===== src/rtl/mbc_pkg.sv =====
package mbc_pkg;

  localparam int unsigned MBC_ADDR_W = 16;
  localparam int unsigned MBC_DATA_W = 8;

  // Bus cycle phase; T1 carries the address, T2/T3 carry data.
  typedef enum logic [1:0] {
    PH_IDLE = 2'd0,
    PH_T1   = 2'd1,
    PH_T2   = 2'd2,
    PH_T3   = 2'd3
  } bus_ph_e;

endpackage


===== src/rtl/mbc_rst_sync.sv =====
module mbc_rst_sync #(
  parameter int unsigned STAGES = 2
) (
  input  logic clk,
  input  logic arst_n,
  output logic srst_n
);

  logic [STAGES-1:0] sync_q;

  always_ff @(posedge clk or negedge arst_n) begin
    if (!arst_n) begin
      sync_q <= '0;
    end else begin
      sync_q <= {sync_q[STAGES-2:0], 1'b1};
    end
  end

  assign srst_n = sync_q[STAGES-1];

endmodule


===== src/rtl/mbc_seq.sv =====
module mbc_seq
  import mbc_pkg::*;
#(
  parameter int unsigned ADDR_W = MBC_ADDR_W,
  parameter int unsigned DATA_W = MBC_DATA_W
) (
  input  logic              clk,
  input  logic              rst_n,
  input  logic              req_valid,
  input  logic              req_wr,
  input  logic              req_io,
  input  logic [ADDR_W-1:0] req_addr,
  input  logic [DATA_W-1:0] req_wdata,
  input  logic              float_req,
  input  logic              done_q,
  output bus_ph_e           state_q,
  output logic [ADDR_W-1:0] addr_q,
  output logic [DATA_W-1:0] wdata_q,
  output logic              wr_q,
  output logic              io_q,
  output logic              floated_q
);

  bus_ph_e state_d;
  logic    start;
  logic    load_en;
  logic    float_en;
  logic    floated_d;

  // A new cycle needs an idle bus, no float pending or granted, and no
  // completion pulse in flight.
  always_comb begin
    start = (state_q == PH_IDLE) && req_valid && !floated_q &&
            !float_req && !done_q;
    load_en = start;
    state_d = state_q;
    unique case (state_q)
      PH_IDLE: if (start) state_d = PH_T1;
      PH_T1:   state_d = PH_T2;
      PH_T2:   state_d = PH_T3;
      PH_T3:   state_d = PH_IDLE;
      default: state_d = PH_IDLE;
    endcase
  end

  // Float state may only change at a cycle boundary.
  always_comb begin
    float_en  = (state_q == PH_IDLE) || (state_q == PH_T3);
    floated_d = float_req;
  end

  always_ff @(posedge clk or negedge rst_n) begin
    if (!rst_n) begin
      state_q <= PH_IDLE;
    end else begin
      state_q <= state_d;
    end
  end

  always_ff @(posedge clk or negedge rst_n) begin
    if (!rst_n) begin
      floated_q <= 1'b0;
    end else if (float_en) begin
      floated_q <= floated_d;
    end
  end

  always_ff @(posedge clk or negedge rst_n) begin
    if (!rst_n) begin
      addr_q  <= '0;
      wdata_q <= '0;
      wr_q    <= 1'b0;
      io_q    <= 1'b0;
    end else if (load_en) begin
      addr_q  <= req_addr;
      wdata_q <= req_wdata;
      wr_q    <= req_wr;
      io_q    <= req_io;
    end
  end

  // Captured request is frozen through the address and first data phase.
  assert_req_latched_R7: assert property (@(posedge clk) disable iff (!rst_n)
    ((state_q == PH_T1) || (state_q == PH_T2)) |=> ($stable(addr_q) && $stable(wr_q) && $stable(io_q)));

  // A granted float blocks any cycle start.
  assert_float_blocks_R11: assert property (@(posedge clk) disable iff (!rst_n)
    (floated_q && (state_q == PH_IDLE)) |=> (state_q == PH_IDLE));

  // Float is granted only on a cycle boundary.
  assert_float_boundary_R10: assert property (@(posedge clk) disable iff (!rst_n)
    $rose(floated_q) |-> (($past(state_q) == PH_IDLE) || ($past(state_q) == PH_T3)));

endmodule


===== src/rtl/mbc_drive.sv =====
module mbc_drive
  import mbc_pkg::*;
#(
  parameter int unsigned ADDR_W = MBC_ADDR_W,
  parameter int unsigned DATA_W = MBC_DATA_W,
  localparam int unsigned HI_W  = ADDR_W - DATA_W
) (
  input  logic              clk,
  input  logic              rst_n,
  input  bus_ph_e           state_q,
  input  logic [ADDR_W-1:0] addr_q,
  input  logic [DATA_W-1:0] wdata_q,
  input  logic              wr_q,
  input  logic              io_q,
  input  logic              floated_q,
  output logic [HI_W-1:0]   addr_hi,
  output logic              addr_hi_oe,
  output logic [DATA_W-1:0] ad_out,
  output logic              ad_oe,
  output logic              ale,
  output logic              rd_n,
  output logic              wr_n,
  output logic              io_sel,
  output logic              ctl_oe
);

  logic addr_ph;
  logic data_ph;

  always_comb begin
    addr_ph    = (state_q == PH_T1);
    data_ph    = (state_q == PH_T2) || (state_q == PH_T3);
    addr_hi    = addr_q[ADDR_W-1:DATA_W];
    addr_hi_oe = !floated_q;
    ad_out     = addr_ph ? addr_q[DATA_W-1:0] : wdata_q;
    ad_oe      = !floated_q && (addr_ph || (data_ph && wr_q));
    ale        = addr_ph;
    rd_n       = !(data_ph && !wr_q);
    wr_n       = !(data_ph && wr_q);
    io_sel     = io_q;
    ctl_oe     = !floated_q;
  end

  assert_ale_single_R2: assert property (@(posedge clk) disable iff (!rst_n)
    ale |=> !ale);

  assert_strobe_excl_R6: assert property (@(posedge clk) disable iff (!rst_n)
    !(!rd_n && !wr_n));

  assert_rd_after_ale_R6: assert property (@(posedge clk) disable iff (!rst_n)
    $fell(rd_n) |-> $past(ale));

  assert_wr_after_ale_R6: assert property (@(posedge clk) disable iff (!rst_n)
    $fell(wr_n) |-> $past(ale));

  assert_wr_drives_R4: assert property (@(posedge clk) disable iff (!rst_n)
    !wr_n |-> ad_oe);

endmodule


===== src/rtl/mbc_capture.sv =====
module mbc_capture
  import mbc_pkg::*;
#(
  parameter int unsigned DATA_W = MBC_DATA_W
) (
  input  logic              clk,
  input  logic              rst_n,
  input  bus_ph_e           state_q,
  input  logic              wr_q,
  input  logic [DATA_W-1:0] ad_in,
  output logic [DATA_W-1:0] rdata_q,
  output logic              done_q
);

  logic cap_en;
  logic done_d;

  always_comb begin
    done_d = (state_q == PH_T3);
    cap_en = done_d && !wr_q;
  end

  always_ff @(posedge clk or negedge rst_n) begin
    if (!rst_n) begin
      done_q <= 1'b0;
    end else begin
      done_q <= done_d;
    end
  end

  always_ff @(posedge clk or negedge rst_n) begin
    if (!rst_n) begin
      rdata_q <= '0;
    end else if (cap_en) begin
      rdata_q <= ad_in;
    end
  end

  assert_done_pulse_R8: assert property (@(posedge clk) disable iff (!rst_n)
    done_q |=> !done_q);

  assert_rdata_on_read_R12: assert property (@(posedge clk) disable iff (!rst_n)
    !$stable(rdata_q) |-> done_q);

endmodule


===== src/rtl/mux_bus_ctrl.sv =====
module mux_bus_ctrl
  import mbc_pkg::*;
#(
  parameter int unsigned ADDR_W     = MBC_ADDR_W,
  parameter int unsigned DATA_W     = MBC_DATA_W,
  parameter int unsigned RST_STAGES = 2
) (
  input  logic                     clk,
  input  logic                     rst_n,
  input  logic                     req_valid,
  input  logic                     req_wr,
  input  logic                     req_io,
  input  logic [ADDR_W-1:0]        req_addr,
  input  logic [DATA_W-1:0]        req_wdata,
  output logic                     rsp_done,
  output logic [DATA_W-1:0]        rsp_rdata,
  input  logic                     float_req,
  output logic                     float_ack,
  output logic [ADDR_W-DATA_W-1:0] addr_hi,
  output logic                     addr_hi_oe,
  output logic [DATA_W-1:0]        ad_out,
  output logic                     ad_oe,
  input  logic [DATA_W-1:0]        ad_in,
  output logic                     ale,
  output logic                     rd_n,
  output logic                     wr_n,
  output logic                     io_sel,
  output logic                     ctl_oe
);

  logic              srst_n;
  bus_ph_e           state_q;
  logic [ADDR_W-1:0] addr_q;
  logic [DATA_W-1:0] wdata_q;
  logic              wr_q;
  logic              io_q;
  logic              floated_q;
  logic              done_q;
  logic [DATA_W-1:0] rdata_q;

  mbc_rst_sync #(.STAGES(RST_STAGES)) u_rst (
    .clk    (clk),
    .arst_n (rst_n),
    .srst_n (srst_n)
  );

  mbc_seq #(.ADDR_W(ADDR_W), .DATA_W(DATA_W)) u_seq (
    .clk       (clk),
    .rst_n     (srst_n),
    .req_valid (req_valid),
    .req_wr    (req_wr),
    .req_io    (req_io),
    .req_addr  (req_addr),
    .req_wdata (req_wdata),
    .float_req (float_req),
    .done_q    (done_q),
    .state_q   (state_q),
    .addr_q    (addr_q),
    .wdata_q   (wdata_q),
    .wr_q      (wr_q),
    .io_q      (io_q),
    .floated_q (floated_q)
  );

  mbc_drive #(.ADDR_W(ADDR_W), .DATA_W(DATA_W)) u_drv (
    .clk        (clk),
    .rst_n      (srst_n),
    .state_q    (state_q),
    .addr_q     (addr_q),
    .wdata_q    (wdata_q),
    .wr_q       (wr_q),
    .io_q       (io_q),
    .floated_q  (floated_q),
    .addr_hi    (addr_hi),
    .addr_hi_oe (addr_hi_oe),
    .ad_out     (ad_out),
    .ad_oe      (ad_oe),
    .ale        (ale),
    .rd_n       (rd_n),
    .wr_n       (wr_n),
    .io_sel     (io_sel),
    .ctl_oe     (ctl_oe)
  );

  mbc_capture #(.DATA_W(DATA_W)) u_cap (
    .clk     (clk),
    .rst_n   (srst_n),
    .state_q (state_q),
    .wr_q    (wr_q),
    .ad_in   (ad_in),
    .rdata_q (rdata_q),
    .done_q  (done_q)
  );

  assign rsp_done  = done_q;
  assign rsp_rdata = rdata_q;
  assign float_ack = floated_q;

endmodule


===== config.mk =====
export PLATFORM = sky130hd
export DESIGN_NAME = mux_bus_ctrl
export DESIGN_NICKNAME = d
export VERILOG_FILES = /design/src/rtl/mbc_pkg.sv /design/src/rtl/mbc_rst_sync.sv /design/src/rtl/mbc_seq.sv /design/src/rtl/mbc_drive.sv /design/src/rtl/mbc_capture.sv /design/src/rtl/mux_bus_ctrl.sv
export SDC_FILE = /design/constraint.sdc
export NUM_CORES = 1
export LEC_CHECK = 0
export CAP_MARGIN = 20
export CORE_MARGIN = 1.5
export CORE_UTILIZATION = 45
export CTS_BUF_LIST = sky130_fd_sc_hd__clkbuf_4 sky130_fd_sc_hd__clkbuf_8
export CTS_CLUSTER_SIZE = 30
export DETAILED_ROUTE_END_ITERATION = 12
export GPL_TIMING_DRIVEN = 0
export PLACE_DENSITY = 0.89
export SLEW_MARGIN = 5
export SYNTH_ARGS = -nofsm -noshare
export SYNTH_HDL_FRONTEND = slang
export SYNTH_SLANG_ARGS = --single-unit

===== constraint.sdc =====
create_clock -name clk -period 2.3 [get_ports clk]
set_input_delay 0.575 -clock clk [delete_from_list [all_inputs] [get_ports clk]]
set_output_delay 0.575 -clock clk [all_outputs]
set_load 0.1 [all_outputs]

* Word level (Yosys, flattened, before mapping)
Cells that the tools add are included.
** Storage, ports and cells
- Register bits :: 40
- Bits of input ports :: 38
- Logic and storage cells :: 34
** Cells by class
- Equality and inequality tests :: 4
- Mux-type cells :: 3
- Reduce and logical (&&, ||, !) cells :: 18
** Operators with widths (number)
- $logic_and 1x1->1 :: 8
- $mux 8 :: 1
- $pmux 2 s4 :: 1
- $logic_not 1->1 :: 6
- $eq 2x2->1 const B :: 2
- $logic_or 1x1->1 :: 3
- $eq 2x1->1 const B :: 1
- $logic_not 2->1 :: 1
- $mux 2 :: 1
- $ne 2x1->1 const B :: 1

* Logic depth before layout (Yosys ltp)
Gate-level depths: netlist (run 1).
- Word-level depth :: 7
- Mapped depth :: 5

* By module
From an unflattened synthesis (run 1), not the netlist that was laid out.
** Unflattened totals
- Cells, all modules :: 115
- Area, all modules :: 1873.0 µm²
** By module, submodules not included
- mbc_seq :: instances 1, cells each 69, area each 1238.7 µm², sequential area each 725.7 µm²
- mbc_capture :: instances 1, cells each 19, area each 342.8 µm², sequential area each 225.2 µm²
- mbc_drive :: instances 1, cells each 24, area each 237.7 µm², sequential area each 0.0 µm²
- mbc_rst_sync :: instances 1, cells each 3, area each 53.8 µm², sequential area each 50.0 µm²

* Worst setup path after synthesis (run 1)
No wires, ideal clock.
- Path type :: reg-to-output
- From :: register u_seq.state_q[0]
- To :: output wr_n
- Data arrival time :: 2.794 ns
- Data required time :: 1.725 ns
- Setup slack :: -1.069 ns
- Cell stages (with the launch flop) :: 4
- Path buffers :: 0
- Path through :: dfrtp_1 -> inv_1 -> ha_1 -> o21ai_0
** On the way
- Cells in the longest elaborated chain, start to end :: 4
- Elaborated cells on any way between the ends :: 5
** Ends and longest elaborated chain
- start: declaration :: line mbc_seq.sv:16 : output bus_ph_e state_q,
- start signal: assignment :: line mbc_seq.sv:56 : state_q <= state_d;
- $eq 2x2->1 :: line mbc_drive.sv:32 : data_ph = (state_q == PH_T2) || (state_q == PH_T3);
- $logic_or 1x1->1 * :: line mbc_drive.sv:32
- $logic_and 1x1->1 * :: line mbc_drive.sv:39 : wr_n = !(data_ph && wr_q);
- $logic_not 1->1 * :: line mbc_drive.sv:39
- end: declaration :: line mux_bus_ctrl.sv:26 : output logic wr_n,
Mark *: on every way between the ends. The rest lies on a longest branch, timed or not.

* Worst setup path after layout (run 1)
- From :: register u_seq.state_q[1]
- To :: output ad_out[3]
** On the way
- Cells in the longest elaborated chain, start to end :: 2
** Ends and longest elaborated chain
- $eq 2x1->1 :: line mbc_drive.sv:31 : addr_ph = (state_q == PH_T1);
- $mux 8 :: line mbc_drive.sv:35 : ad_out = addr_ph ? addr_q[DATA_W-1:0] : wdata_q;
- end: declaration :: line mux_bus_ctrl.sv:21 : output logic [DATA_W-1:0] ad_out,
No other way between the ends.

==> results of run 1 <==
==> placed cells by master (no fill, tap or decap), drive strengths merged <==
cell type	instances
dlygate4sd2	19
nand2	1
clkinvlp	1
clkbuf	9
clkinv	2
clkdlybuf4s50	37
buf	23
o21bai	1
dfrtp	40
nor4b	1
nor2	2
mux2i	2
nor2b	1
conb	1
o21ai	1
mux2	44
ha	5
clkdlybuf4s15	3
inv	2
nand2b	1
==> metal layers <==
layer | GRT usage (%) | vias up | wire (um)
li1 | - | 543 | -
met1 | 23.4 | 563 | 1540
met2 | 35.0 | 40 | 2140
met3 | 5.91 | 6 | 218
met4 | 6.12 | 0 | 47
met5 | 0 | - | 0
==> state kept, by name, indices dropped and copies added (netlist names) <==
name / cells
u_seq.io_q: 1
u_cap.done_q: 1
u_seq.wdata_q: 8
u_cap.rdata_q: 8
u_rst.sync_q: 2
u_seq.addr_q: 16
u_seq.wr_q: 1
u_seq.floated_q: 1
u_seq.state_q: 2
==> how the worst max path moves through the flow <==
stage | cells past startpoint | to | start
final | 5 | ad_out[3] | u_seq.state_q[1]
after global routing | 5 | ad_out[3] | u_seq.state_q[1]
after detailed placement | 5 | ad_out[3] | u_seq.state_q[1]
after global placement | 5 | ad_out[4] | u_seq.state_q[1]
after floorplan | 3 | wr_n | u_seq.state_q[0]
after CTS | 2 | addr_hi_oe | u_seq.floated_q
==> per-stage QoR <==
step | std cells | hold WS [ns] | setup slack (ns) | instance area [um2]
2_1_floorplan | 116 | 0.279 | -0.331 | 1850
3_3_place_gp | 236 | 0.337 | -0.743 | 2610
3_5_place_dp | 236 | 0.341 | -0.760 | 2620
4_1_cts | 244 | 0.366 | 0.00651 | 2810
5_1_grt | 246 | 0.363 | -0.00762 | 2820
6_report | 246 | 0.357 | 0.0200 | 2820
==> critical path, delay by kind of cell, from the launching register on <==
family | cells | cell delay [ns]
adders and majority gates | 1 | 0.15
buffers and inverters | 3 | 0.45
DFF | 1 | 0.44
muxes | 1 | 0.36
==> what timing repair did <==
item / 4_1_cts / 5_1_grt
buffers inserted: 0 / 2
resized for setup: 125 / 1
endpoints found under the setup margin: 33 / 3
==> kinds of logic after synthesis <==
| family | share of synthesized area (%) |
|---|---|
| compound gates | 0.682 |
| fa+ha+maj | 3.41 |
| buf+inv | 5.93 |
| flops | 54.6 |
| mux | 32.2 |
| other cells | 0.204 |
| simple gates | 3.00 |
==> layout make-up <==
| class | instances | area, um2 | share of cell area, % |
|---|---|---|---|
| Multi-Input combinational cell | 60 | 766 | 27.2 |
| Tap cell | 50 | 62.6 | 2.22 |
| Sequential cell | 40 | 1010 | 35.7 |
| Buffer | 13 | 119 | 4.22 |
| Clock buffer | 6 | 82.6 | 2.93 |
| Clock inverter | 2 | 10.0 | 0.355 |
| Timing Repair Buffer | 72 | 757 | 26.9 |
| Inverter | 3 | 15.0 | 0.533 |
==> summary.txt, run 1 <==
Logic synthesis
  • Most frequent cell after synthesis: dfrtp_1
  • Synth warn: 0
  • Post-synth top cells: dfrtp_1 (40), mux2_2 (24), mux2_4 (20)
  • Sequential element share of the synthesized area: 54.6%
  • FF+latch count, synth: 40
  • Synth area leader: dfrtp_1
  • Synth area leaders: dfrtp_1 (55%), mux2_4 (16%), mux2_2 (15%), buf_4 (3.7%), ha_1 (3.4%)
  • Mapped Cells: 116
  • EDFF count, synth: 0
  • Distinct cells, synth: 17
  • Synth Net Count: 159
  • Post-synthesis async set-or-reset flop share: 100%
  • Syn Std Cell Area: 1830 um2
  • Top_reg_cell synth: dfrtp_1
  • Area fraction of the dominant cell type after synthesis: 54.6%
  • Avg Cell Area, Syn: between 15 and 20 um2

Status
  • Status: complete, no violations

Worst hold path
  • Hold Startpoint: u_rst.sync_q[0]
  • Worst Hold Class: reg -> reg
  • Hold Path Sink: u_rst.sync_q[1]
  • Hold path depth: 0

GRT
  • Vias in the first global route: 1283
  • GR Overflow Total: 0
  • Largest net degree at the start of global routing: 39
  • Global-route wire length before repair: between 6000 and 7000 um
  • Initial antenna violation count: 0
  • GRT Util Overall: 20.0%

Critical path
  • Setup CP Type: reg -> out
  • R2R cell count: 4
  • Setup crit end kind: output pin
  • Reg2Reg Setup Slack: 0.61 ns
  • Slowest stage delay, CP: 0.44 ns
  • Startpoint types: register
  • Worst reg2reg path startpoint: u_seq.state_q[0]
  • CP Data Arrival Time: between 1.5 and 2 ns
  • CP max-delay cell: dfrtp_2
  • CP cell instances: inv_2 > ha_4 > clkbuf_16 > mux2_2 > buf_6
  • Worst EP required: 1.73 ns
  • Worst reg2reg endpoint: u_cap.rdata_q[0]
  • CP Max Fanout: 8

Route
  • Pre-antenna DRT Iters: 2
  • Drc violations: 0
  • DR WL/cell: between 15 and 20 um
  • Routed Antenna Nets: 0
  • Initial DRC count: 23
  • Via density: 4.68
  • Final WL: just under 4000 um
  • Via count: 1152

Timing
  • Clock Skews: ~0.0095 ns
  • Slew @ Worst Pin: 0.987 ns
  • Relative slew slack: 34.5%
  • Max-slew violations: 0
  • Min Tclk post-route: 2.28 ns
  • Final-report hold violation count: 0
  • Unrepaired setup endpoints after global routing: yes
  • Final setup violation count: 0
  • Setup TNS: 0 ns
  • Max Freq: 439 MHz
  • Final Cycle Share: 99.1%

CTS
  • CTS tree: built
  • H-Tree Depth: 2
  • Clk Latency, worst-skew pair: 0.29 ns
  • Root Driver: clkbuf_8
  • Clock tree buffer depth: 2
  • Total clock sinks: 40
  • Clk slew on worst S/H paths: 0.08 ns
  • Hold buffer count at CTS: 0
  • CTS Buf Count: 5

Finish
  • Final core utilization: 71.0%
  • P&R area growth vs syn: 53.7%
  • Fillcell total: ~260
  • Nets@finish: 238
  • Layout cell share with drive strength beyond 1: between 40 and 50%
  • # diodes: 0

Die
  • # rows: 23
  • I/O pin cnt: 71
  • Initial Utilization: 46.2%
  • Die Span X: 66.8 um
  • Core Footprint: 3970 um2
  • Die ar.: approximately 4500 um2
  • DIE HEIGHT: 66.8 um

Placement
  • GPL Wtd Cong: 0.807
  • DP HPWL: 2800 um
  • Number of buffers added on ports: 70

Flow run
  • Maxcap violations: 0
Power of run 1 is not shown: default switching activity piles up to over one toggle a cycle in this logic, so the estimate is an artifact.
==> inputs of run 2 (changes only) <==
- GPL_ROUTABILITY_DRIVEN: default -> 1
==> results of run 2 <==
Final layout, timing and power as in run 1 (identical DEF).
Power of run 2 is left out for the same reason.
